==> config.mk <==
export PLATFORM = sky130hd
export DESIGN_NAME = slew_env_gen
export DESIGN_NICKNAME = d
export VERILOG_FILES = /design/src/rtl/slew_env_pkg.sv /design/src/rtl/slew_env_window.sv /design/src/rtl/slew_env_maxtree.sv /design/src/rtl/slew_env_decay.sv /design/src/rtl/slew_env_gen.sv
export SDC_FILE = /design/constraint.sdc
export NUM_CORES = 1
export LEC_CHECK = 0
export BUFFER_PORTS_ARGS = -buffer_cell sky130_fd_sc_hd__buf_2
export CAP_MARGIN = 20
export CORE_MARGIN = 10
export CORE_UTILIZATION = 45
export DETAILED_ROUTE_END_ITERATION = 8
export PLACE_DENSITY = 0.6
export SYNTH_ARGS = -nofsm -noshare
export SYNTH_HDL_FRONTEND = slang
export SYNTH_SLANG_ARGS = --single-unit
==> constraint.sdc <==
create_clock -name clk -period 6.75 [get_ports clk]
set_clock_uncertainty 0.1 [all_clocks]
set_input_delay 0.675 -clock clk [delete_from_list [all_inputs] [get_ports clk]]
set_output_delay 0.675 -clock clk [all_outputs]
set_load 0.01 [all_outputs]
==> src/rtl/slew_env_pkg.sv <==
// Shared defaults and constant helpers for the slew-limited envelope generator.
package slew_env_pkg;

    localparam int DEF_SAMPLE_W  = 14;
    localparam int DEF_LOOKAHEAD = 10;

    // Number of pairwise select levels needed to reduce the given leaf count to one.
    function automatic int tree_levels(input int leaves);
        int lv;
        int span;
        lv   = 0;
        span = 1;
        while (span < leaves) begin
            span = span * 2;
            lv   = lv + 1;
        end
        return lv;
    endfunction

endpackage

==> src/rtl/slew_env_window.sv <==
// Lookahead window and ramp-term stage.
// Holds the last N+1 accepted samples. Slot 0 is the oldest sample E(n) and
// slot N is the newest, E(n+N). Once N+1 samples have arrived, the stage
// registers one term per slot: the sample minus (slot index * step), clamped
// at zero. It also registers the oldest sample as the aligned reference.
// Assumes step is steady while samples stream.
module slew_env_window
    import slew_env_pkg::*;
#(
    parameter int W = DEF_SAMPLE_W,
    parameter int N = DEF_LOOKAHEAD
)
(
    input  logic         clk,
    input  logic         rst_n,
    input  logic         in_valid,
    input  logic [W-1:0] in_env,
    input  logic [W-1:0] step,
    output logic         term_v,
    output logic [W-1:0] term_q [0:N],
    output logic [W-1:0] ref_q
);

    localparam int CNT_W  = $clog2(N + 1) + 1;
    localparam int PROD_W = W + $clog2(N + 1) + 1;

    logic [W-1:0]      win    [0:N];
    logic [W-1:0]      term_d [0:N];
    logic [PROD_W-1:0] ramp   [0:N];
    logic [CNT_W-1:0]  fill_cnt;
    logic              full_v;

    // Shift a newly accepted sample into the newest slot.
    always_ff @(posedge clk) begin
        if (!rst_n) begin
            for (int k = 0; k <= N; k++) win[k] <= '0;
        end else if (in_valid) begin
            for (int k = 0; k < N; k++) win[k] <= win[k + 1];
            win[N] <= in_env;
        end
    end

    // Count accepted samples until the window is full, then flag each complete window.
    always_ff @(posedge clk) begin
        if (!rst_n) begin
            fill_cnt <= '0;
            full_v   <= 1'b0;
        end else begin
            full_v <= in_valid && (fill_cnt == CNT_W'(N));
            if (in_valid && (fill_cnt != CNT_W'(N))) fill_cnt <= fill_cnt + 1'b1;
        end
    end

    // Subtract the ramp from each slot, clamping results below zero.
    always_comb begin
        for (int i = 0; i <= N; i++) begin
            ramp[i]   = PROD_W'(i) * PROD_W'(step);
            term_d[i] = (PROD_W'(win[i]) > ramp[i]) ? W'(PROD_W'(win[i]) - ramp[i]) : '0;
        end
    end

    // Register the terms and the aligned reference sample.
    always_ff @(posedge clk) begin
        if (!rst_n) begin
            term_v <= 1'b0;
            ref_q  <= '0;
            for (int i = 0; i <= N; i++) term_q[i] <= '0;
        end else begin
            term_v <= full_v;
            ref_q  <= win[0];
            term_q <= term_d;
        end
    end

endmodule

==> src/rtl/slew_env_maxtree.sv <==
// Registered compare-and-select tree.
// Reduces LEAVES unsigned values to their maximum, one register level per
// pairing step. Leaves are padded with zeros up to a power of two; a zero
// never wins over an unsigned value. A valid flag and a tag word travel
// alongside the data with the same latency. Assumes LEAVES >= 2.
module slew_env_maxtree
    import slew_env_pkg::*;
#(
    parameter int W      = DEF_SAMPLE_W,
    parameter int LEAVES = DEF_LOOKAHEAD + 1
)
(
    input  logic         clk,
    input  logic         rst_n,
    input  logic         in_v,
    input  logic [W-1:0] leaves [0:LEAVES-1],
    input  logic [W-1:0] in_tag,
    output logic         out_v,
    output logic [W-1:0] out_max,
    output logic [W-1:0] out_tag
);

    localparam int LVLS = tree_levels(LEAVES);
    localparam int PAD  = 1 << LVLS;

    logic [W-1:0] base [0:PAD-1];

    for (genvar j = 0; j < PAD; j++) begin : g_pad
        if (j < LEAVES) begin : g_leaf
            assign base[j] = leaves[j];
        end else begin : g_zero
            assign base[j] = '0;
        end
    end

    for (genvar lv = 0; lv < LVLS; lv++) begin : g_lvl
        localparam int CNT = PAD >> (lv + 1);
        logic [W-1:0] src [0:2*CNT-1];
        logic [W-1:0] q   [0:CNT-1];
        logic         v_src;
        logic         v_q;
        logic [W-1:0] tag_src;
        logic [W-1:0] tag_q;

        if (lv == 0) begin : g_src
            assign v_src   = in_v;
            assign tag_src = in_tag;
            for (genvar j = 0; j < 2 * CNT; j++) begin : g_in
                assign src[j] = base[j];
            end
        end else begin : g_src
            assign v_src   = g_lvl[lv-1].v_q;
            assign tag_src = g_lvl[lv-1].tag_q;
            for (genvar j = 0; j < 2 * CNT; j++) begin : g_in
                assign src[j] = g_lvl[lv-1].q[j];
            end
        end

        // Pass the larger of each pair to the next level.
        always_ff @(posedge clk) begin
            if (!rst_n) begin
                v_q <= 1'b0;
            end else begin
                v_q <= v_src;
            end
            tag_q <= tag_src;
            for (int j = 0; j < CNT; j++) begin
                q[j] <= (src[2*j] >= src[2*j+1]) ? src[2*j] : src[2*j+1];
            end
        end
    end

    assign out_v   = g_lvl[LVLS-1].v_q;
    assign out_max = g_lvl[LVLS-1].q[0];
    assign out_tag = g_lvl[LVLS-1].tag_q;

endmodule

==> src/rtl/slew_env_decay.sv <==
// Recursive fall limiter and output register.
// On each valid bound, it outputs the larger of the bound and the previous
// output lowered by step, floored at zero. The output register is also the
// recursion state, so it holds its value between valid bounds.
module slew_env_decay
    import slew_env_pkg::*;
#(
    parameter int W = DEF_SAMPLE_W
)
(
    input  logic         clk,
    input  logic         rst_n,
    input  logic         y_v,
    input  logic [W-1:0] y,
    input  logic [W-1:0] ref_in,
    input  logic [W-1:0] step,
    output logic         out_valid,
    output logic [W-1:0] out_env,
    output logic [W-1:0] out_ref
);

    logic [W-1:0] floor_val;
    logic [W-1:0] next_env;

    // Lower the previous output by one step and pick the larger candidate.
    always_comb begin
        floor_val = (out_env > step) ? (out_env - step) : '0;
        next_env  = (y > floor_val) ? y : floor_val;
    end

    // Update the output pair on each valid bound.
    always_ff @(posedge clk) begin
        if (!rst_n) begin
            out_valid <= 1'b0;
            out_env   <= '0;
            out_ref   <= '0;
        end else begin
            out_valid <= y_v;
            if (y_v) begin
                out_env <= next_env;
                out_ref <= ref_in;
            end
        end
    end

endmodule

==> src/rtl/slew_env_gen.sv <==
// Top level of the lookahead slew-limited envelope generator.
// Path: window and ramp terms (1 stage), max tree (clog2(N+1) stages),
// decay (1 stage). Requires N >= 1 and step held steady after reset.
module slew_env_gen
    import slew_env_pkg::*;
#(
    parameter int W = DEF_SAMPLE_W,
    parameter int N = DEF_LOOKAHEAD
)
(
    input  logic         clk,
    input  logic         rst_n,
    input  logic         in_valid,
    input  logic [W-1:0] in_env,
    input  logic [W-1:0] step,
    output logic         out_valid,
    output logic [W-1:0] out_env,
    output logic [W-1:0] out_ref
);

    logic         term_v;
    logic [W-1:0] term_q [0:N];
    logic [W-1:0] ref_q;
    logic         y_v;
    logic [W-1:0] y_max;
    logic [W-1:0] y_ref;

    slew_env_window #(.W(W), .N(N)) u_window (
        .clk      (clk),
        .rst_n    (rst_n),
        .in_valid (in_valid),
        .in_env   (in_env),
        .step     (step),
        .term_v   (term_v),
        .term_q   (term_q),
        .ref_q    (ref_q)
    );

    slew_env_maxtree #(.W(W), .LEAVES(N + 1)) u_tree (
        .clk     (clk),
        .rst_n   (rst_n),
        .in_v    (term_v),
        .leaves  (term_q),
        .in_tag  (ref_q),
        .out_v   (y_v),
        .out_max (y_max),
        .out_tag (y_ref)
    );

    slew_env_decay #(.W(W)) u_decay (
        .clk       (clk),
        .rst_n     (rst_n),
        .y_v       (y_v),
        .y         (y_max),
        .ref_in    (y_ref),
        .step      (step),
        .out_valid (out_valid),
        .out_env   (out_env),
        .out_ref   (out_ref)
    );

endmodule

# == After elaboration in Yosys (flattened, before gate mapping) ==
# Memories as Yosys holds them, arrays and structs flattened.
# Index checks and enable logic that the tools add are counted.
# word_totals
elab_cells,131
mem_bits_rw,364
inputBits,31
out_inout_bits,29
memories,5
register_bits,264
# mem_list
name,words,width,read_ports,rd_ports_with_merged_regs,write_ports,line_no,text
u_window.win,11,14,11,0,11,slew_env_window.sv:27,logic [W-1:0] win [0:N];
u_tree.g_lvl[0].q,8,14,8,0,8,slew_env_maxtree.sv:39,logic [W-1:0] q [0:CNT-1];
u_tree.g_lvl[1].q,4,14,4,0,4,slew_env_maxtree.sv:39,
u_tree.g_lvl[2].q,2,14,2,0,2,slew_env_maxtree.sv:39,
u_tree.g_lvl[3].q,1,14,1,0,1,slew_env_maxtree.sv:39,
# classes
multipliers,6
eq_ne,2
add_sub_neg,12
reduce_logical,13
muxes,30
n_bitwise,11
magnitude_cmp,26
# ops
operator,n
2-to-1 mux 14 bit,26
>= comparator 14 bit,12
subtractor 14 bit,11
greater-than comparator 14 x 17 -> 1 bit,4
multiplier 3 x 14 -> 17 bit (first input constant),3
greater-than comparator 14 bit,3
greater-than comparator 14 x 18 -> 1 bit,2
greater-than comparator 14 x 16 -> 1 bit,2
multiplier 2 x 14 -> 16 bit (first input constant),2
AND reduction 2 bit,11
multiplier 4 x 14 -> 18 bit (first input constant),1
greater-than comparator 14 x 15 -> 1 bit,1
>= comparator 14 x 1 -> 1 bit (second input constant),1
greater-than comparator 14 x 1 -> 1 bit (second input constant),1
OR 1 bit,11
adder 5 x 1 -> 5 bit (second input constant),1
== test 5 x 4 -> 1 bit (second input constant),1
!= test 5 x 4 -> 1 bit (second input constant),1
2-to-1 mux 1 bit,4
logical AND 1 bit,2

# == Longest topological paths before layout ==
# logic_depth
depth_word,4
ltp_mapped,21
ltp_nobuf,19

# == Modules after synthesis ==
# From an unflattened synthesis, not the netlist that was laid out.
# unflattened
hier_cells,2999
hier_area_um2,31368.8
# by_module_without_submodules
module,instances,area_each_um2,seq_area_each_um2,cells_per_inst
slew_env_window,1,18983.2,8127.8,1863
slew_env_maxtree,1,10104.7,4564.4,863
slew_env_decay,1,2280.9,580.6,273

# == Worst setup path before layout ==
# No wires, ideal clock.
# synth_timing
path_kind,input-to-reg
from,input port in_valid
to,memory u_window.win[0][0] (netlist name) (enable)
setup_time_ns,0.541
arrival_time_ns,4.642
path_buffers,1
path_slack_ns,1.467
stages,2
required_time_ns,6.109
path_cell_list,clkbuf_1 -> nand2b_1
# synth_lines
element,line_no,text
"start, declared",slew_env_gen.sv:13,"input logic in_valid,"
"end, declared",slew_env_window.sv:27,

# == Final worst setup path ==
# layout_timing
from,register u_decay.out_env[0]
to,register u_decay.out_env[1]
# layout_via
elab_chain_cells,4
elab_cells_between_ends,5
cone_classes,add/sub: 1; order compare: 2; mux: 2
# layout_lines
element,line_no,text
"start, declared",slew_env_decay.sv:18,"output logic [W-1:0] out_env,"
"start signal, assigned",slew_env_decay.sv:40,out_env <= next_env;
subtractor 14 bit or greater-than comparator 14 bit (tied branches),slew_env_decay.sv:27,floor_val = (out_env > step) ? (out_env - step) : '0;
2-to-1 mux 14 bit *,slew_env_decay.sv:27,
greater-than comparator 14 bit,slew_env_decay.sv:28,next_env = (y > floor_val) ? y : floor_val;
2-to-1 mux 14 bit *,slew_env_decay.sv:28,
# Every way passes the cells marked *; elsewhere a longest branch is shown, timed or not.
# A chain may end at the register's enable or synchronous reset.

==> impl_metrics.json <==
{
  "outcome": "completed",
  "cp.required_ns": 7.22,
  "tightest_slew_ns": 0.984,
  "slew-limit-headroom_pct": 34.1,
  "reg2reg_from": "u_decay.out_env[0]$_SDFFE_PN0P_",
  "critical_path.cell_chain": "inv_1 > ha_1 > fa_1 > nor2b_1 > o31ai_1 > a211oi_1 > o41ai_1 > o31ai_2 > buf_4 > nand2_1 > ha_1 > nand4_1 > nor2_1 > or4_1 > a31oi_1 > a31o_2 > mux2_2 > a21oi_1",
  "clock_path_buffers": 3,
  "synth_most_common_cell": "dfxtp_1",
  "synth_area_sq_mm": 0.0302,
  "drt_iter0_markers": 1220,
  "ys_warn_count": 0,
  "hp-class": "input pin to register",
  "p_comb_share_pct": 25.4,
  "drc": 0,
  "whs_ns": 0.218,
  "overflow": 0,
  "cts_tree": "done",
  "htreeDepth": 2,
  "synth_nets": 3360,
  "rr_endpoint": "u_decay.out_env[1]$_SDFFE_PN0P_",
  "syn2layout_area_growth_pct": 11.5,
  "wl_per_cell_microns": 20.7,
  "die_area_sq_mm": 0.0779,
  "drv_slew": 0,
  "final_area_sq_mm": 0.0337,
  "rows": 94,
  "yosysTopAreaCell": "dfxtp_1",
  "setup_viol": 0,
  "cts_inserted_buffers": 59,
  "ff2ff_path_depth": 18,
  "clock_power_share_pct": 35.1,
  "antenna_found_initial": 3,
  "sequentialPowerShare_pct": 39.4,
  "firstDrtPassIters": 5,
  "vias_per_cell": 5.45,
  "synth_cells": 2923,
  "placed_cells": 3807,
  "crit_fanout": 14,
  "hold_path_end": "u_window.win[0][152]$_SDFFCE_PN0P_",
  "postCtsSetupRepairBufs": 0,
  "final-hold-violation-count": 0,
  "grt.total_usage_pct": 20.4,
  "cp-end-kind": "register",
  "ys.flop_type": "dfxtp_1",
  "r2r_setup_slack_ns": 1.82,
  "yosysSeqAreaShare_pct": 43.9,
  "clk_pin_slew_ns": 0.06,
  "routed_wl_mm": 81.1,
  "synth_top_area_share_pct": 28.6,
  "cp_slowest_stage_delay_ns": 0.49,
  "crit_buf_inv": 2,
  "synth_edf_count": 154,
  "chipHeight_microns": 279,
  "initial_core_util_pct": 45.6,
  "cts_root_buf": "clkbuf_16",
  "critPathArrivalTime_ns": 5.40,
  "switching_power_uw": 3020,
  "crit_type": "register to register",
  "cpMaxStageDelayCell": "o31ai_2",
  "critPathMostFrequentCell": "ha_1",
  "final_antenna_net_count": 0,
  "hold_buffers": 0,
  "netlist-cell-type-count": 68,
  "period_needed_ns": 4.93,
  "crit_family": "compound AO/OA/AOI/OAI gates",
  "grt_max_degree": 106,
  "p_int_uw": 6900,
  "rsz0062_at_grt": "no",
  "synthTopCellsByArea": "dfxtp_1 29%, ha_1 16%, edfxtp_1 15%, mux2_2 5.3%, inv_1 3.1%",
  "maxCapViolCount": 0,
  "grt_pass1_vias": 21600,
  "dp_hpwl_mm": 63.1,
  "worstSetupStartpointType": "register",
  "grt_pass1_wl_mm": 124,
  "leakagePower_uw": 0.0151,
  "syn_area_per_cell_sq_um": 10.3,
  "pin_count": 60,
  "die_w_microns": 279,
  "min_from": "in_env[12]",
  "nets": 3442,
  "switching_share_pct": 30.4,
  "core_sq_mm": 0.0662,
  "placed_area_sq_mm": 0.0316,
  "whs_path_depth": 2,
  "ir_worst_vdd_v": 0.000199,
  "insertion_delay_ns": 0.64,
  "post-route-period-util_pct": 73.0,
  "synthArstFlopShare_pct": 0,
  "power_density_mw_per_mm2": 294,
  "vias": 21400,
  "ys_ff_latch": 586,
  "gp_congestion": 0.905,
  "cts_resized": 0,
  "drive_gt1_share_pct": 11.3,
  "finalNonFillerCells": 3920,
  "clock-sinks": 586,
  "fmax_ghz": 0.203,
  "tns_ns": 0,
  "port_buffers": 59,
  "synth_common_cells": "432 x dfxtp_1, 378 x ha_1, 247 x inv_1"
}
## sequential cells by signal, indices dropped and copies added, names as in the netlist, 14 cells and up
signal and count:
u_window.ref_q 14, u_decay.out_ref 14, u_window.term_q 154, u_tree.g_lvl.tag_q 42
u_tree.out_tag 14, u_tree.g_lvl.q 168, u_window.win 154, u_decay.out_env 14
## placed cells by master, fill, tap and decap left out, drive strengths merged, types with 6 or more instances in the layout
cell / n
dfxtp: 432
ha: 378
inv: 254
nor2: 201
a21oi: 162
edfxtp: 154
mux2: 142
and3: 138
o21ai: 113
nand2: 105
a21o: 94
buf: 88
clkbuf: 85
xor2: 68
xnor2: 61
and2: 58
nor2b: 56
nor3: 49
nand3: 46
o21a: 40
nand4: 39
nand2b: 38
fa: 28
a31oi: 25
a211oi: 24
o21bai: 18
mux2i: 18
o31a: 17
clkinv: 12
o31ai: 11
nor4: 9
or3: 6
a211o: 6
nor3b: 6
## area by class of cell
type / instances / area [sq um]
Antenna cell: 1 / 2.50
Clock buffer: 85 / 1780
Clock inverter: 26 / 338
Fill cell: 5914 / 32500
Inverter: 247 / 927
Multi-Input combinational cell: 2023 / 15800
Sequential cell: 586 / 13300
Tap cell: 864 / 1080
Timing Repair Buffer: 88 / 532
## worst max path at each step
stage                                               start                               end  slack, ns  cells after the start
after floorplan                                  in_valid  u_window.win[0][0]$_SDFFCE_PN0P_       1.47                      2
after global placement                            step[4]   u_decay.out_env[1]$_SDFFE_PN0P_       1.34                     18
after detailed placement                          step[4]   u_decay.out_env[1]$_SDFFE_PN0P_       1.23                     18
after CTS                 u_decay.out_env[0]$_SDFFE_PN0P_   u_decay.out_env[1]$_SDFFE_PN0P_       1.75                     18
after global routing      u_decay.out_env[0]$_SDFFE_PN0P_   u_decay.out_env[1]$_SDFFE_PN0P_       1.42                     18
final                     u_decay.out_env[0]$_SDFFE_PN0P_   u_decay.out_env[1]$_SDFFE_PN0P_       1.82                     18
## through the flow
| stage | total power, uW | setup WS [ns] | util [%] |
|---|---|---|---|
| 3_5_place_dp | 6490 | 1.23 | 47.7 |
| 5_1_grt | 10400 | 1.42 | 50.9 |
| 2_1_floorplan | 5820 | 1.47 | - |
| 4_1_cts | 9990 | 1.75 | 50.9 |
| 3_3_place_gp | 6440 | 1.34 | 47.7 |
| 6_report | 9920 | 1.82 | 50.9 |
## logic make-up after synthesis
kind of cell,synth area share [%]
adder cells (fa/ha/maj),17.5
AND/OR/NAND/NOR,13.2
flip-flops,43.9
buffers and inverters,3.93
XOR/XNOR,3.74
multiplexers,5.89
AO/OA/AOI/OAI,11.8
## power groups by stage
stage / registers [uW] / clock network (uW) / logic (uW)
after floorplan: 3920 / 0 / 1900
after global placement: 3980 / 0 / 2460
after detailed placement: 3990 / 0 / 2500
after CTS: 3910 / 3560 / 2520
after global routing: 3920 / 3690 / 2790
final: 3910 / 3480 / 2520
## per-layer routing
layer / vias up / part of all wire, % / GRT usage (%)
li1: 10500 / - / -
met1: 10200 / 43 / 24.9
met2: 447 / 49 / 36.2
met3: 167 / 3.5 / 2.17
met4: 0 / 4.0 / 8.35
met5: - / 0 / 0
Note: power is estimated with default switching activity, not from simulation.
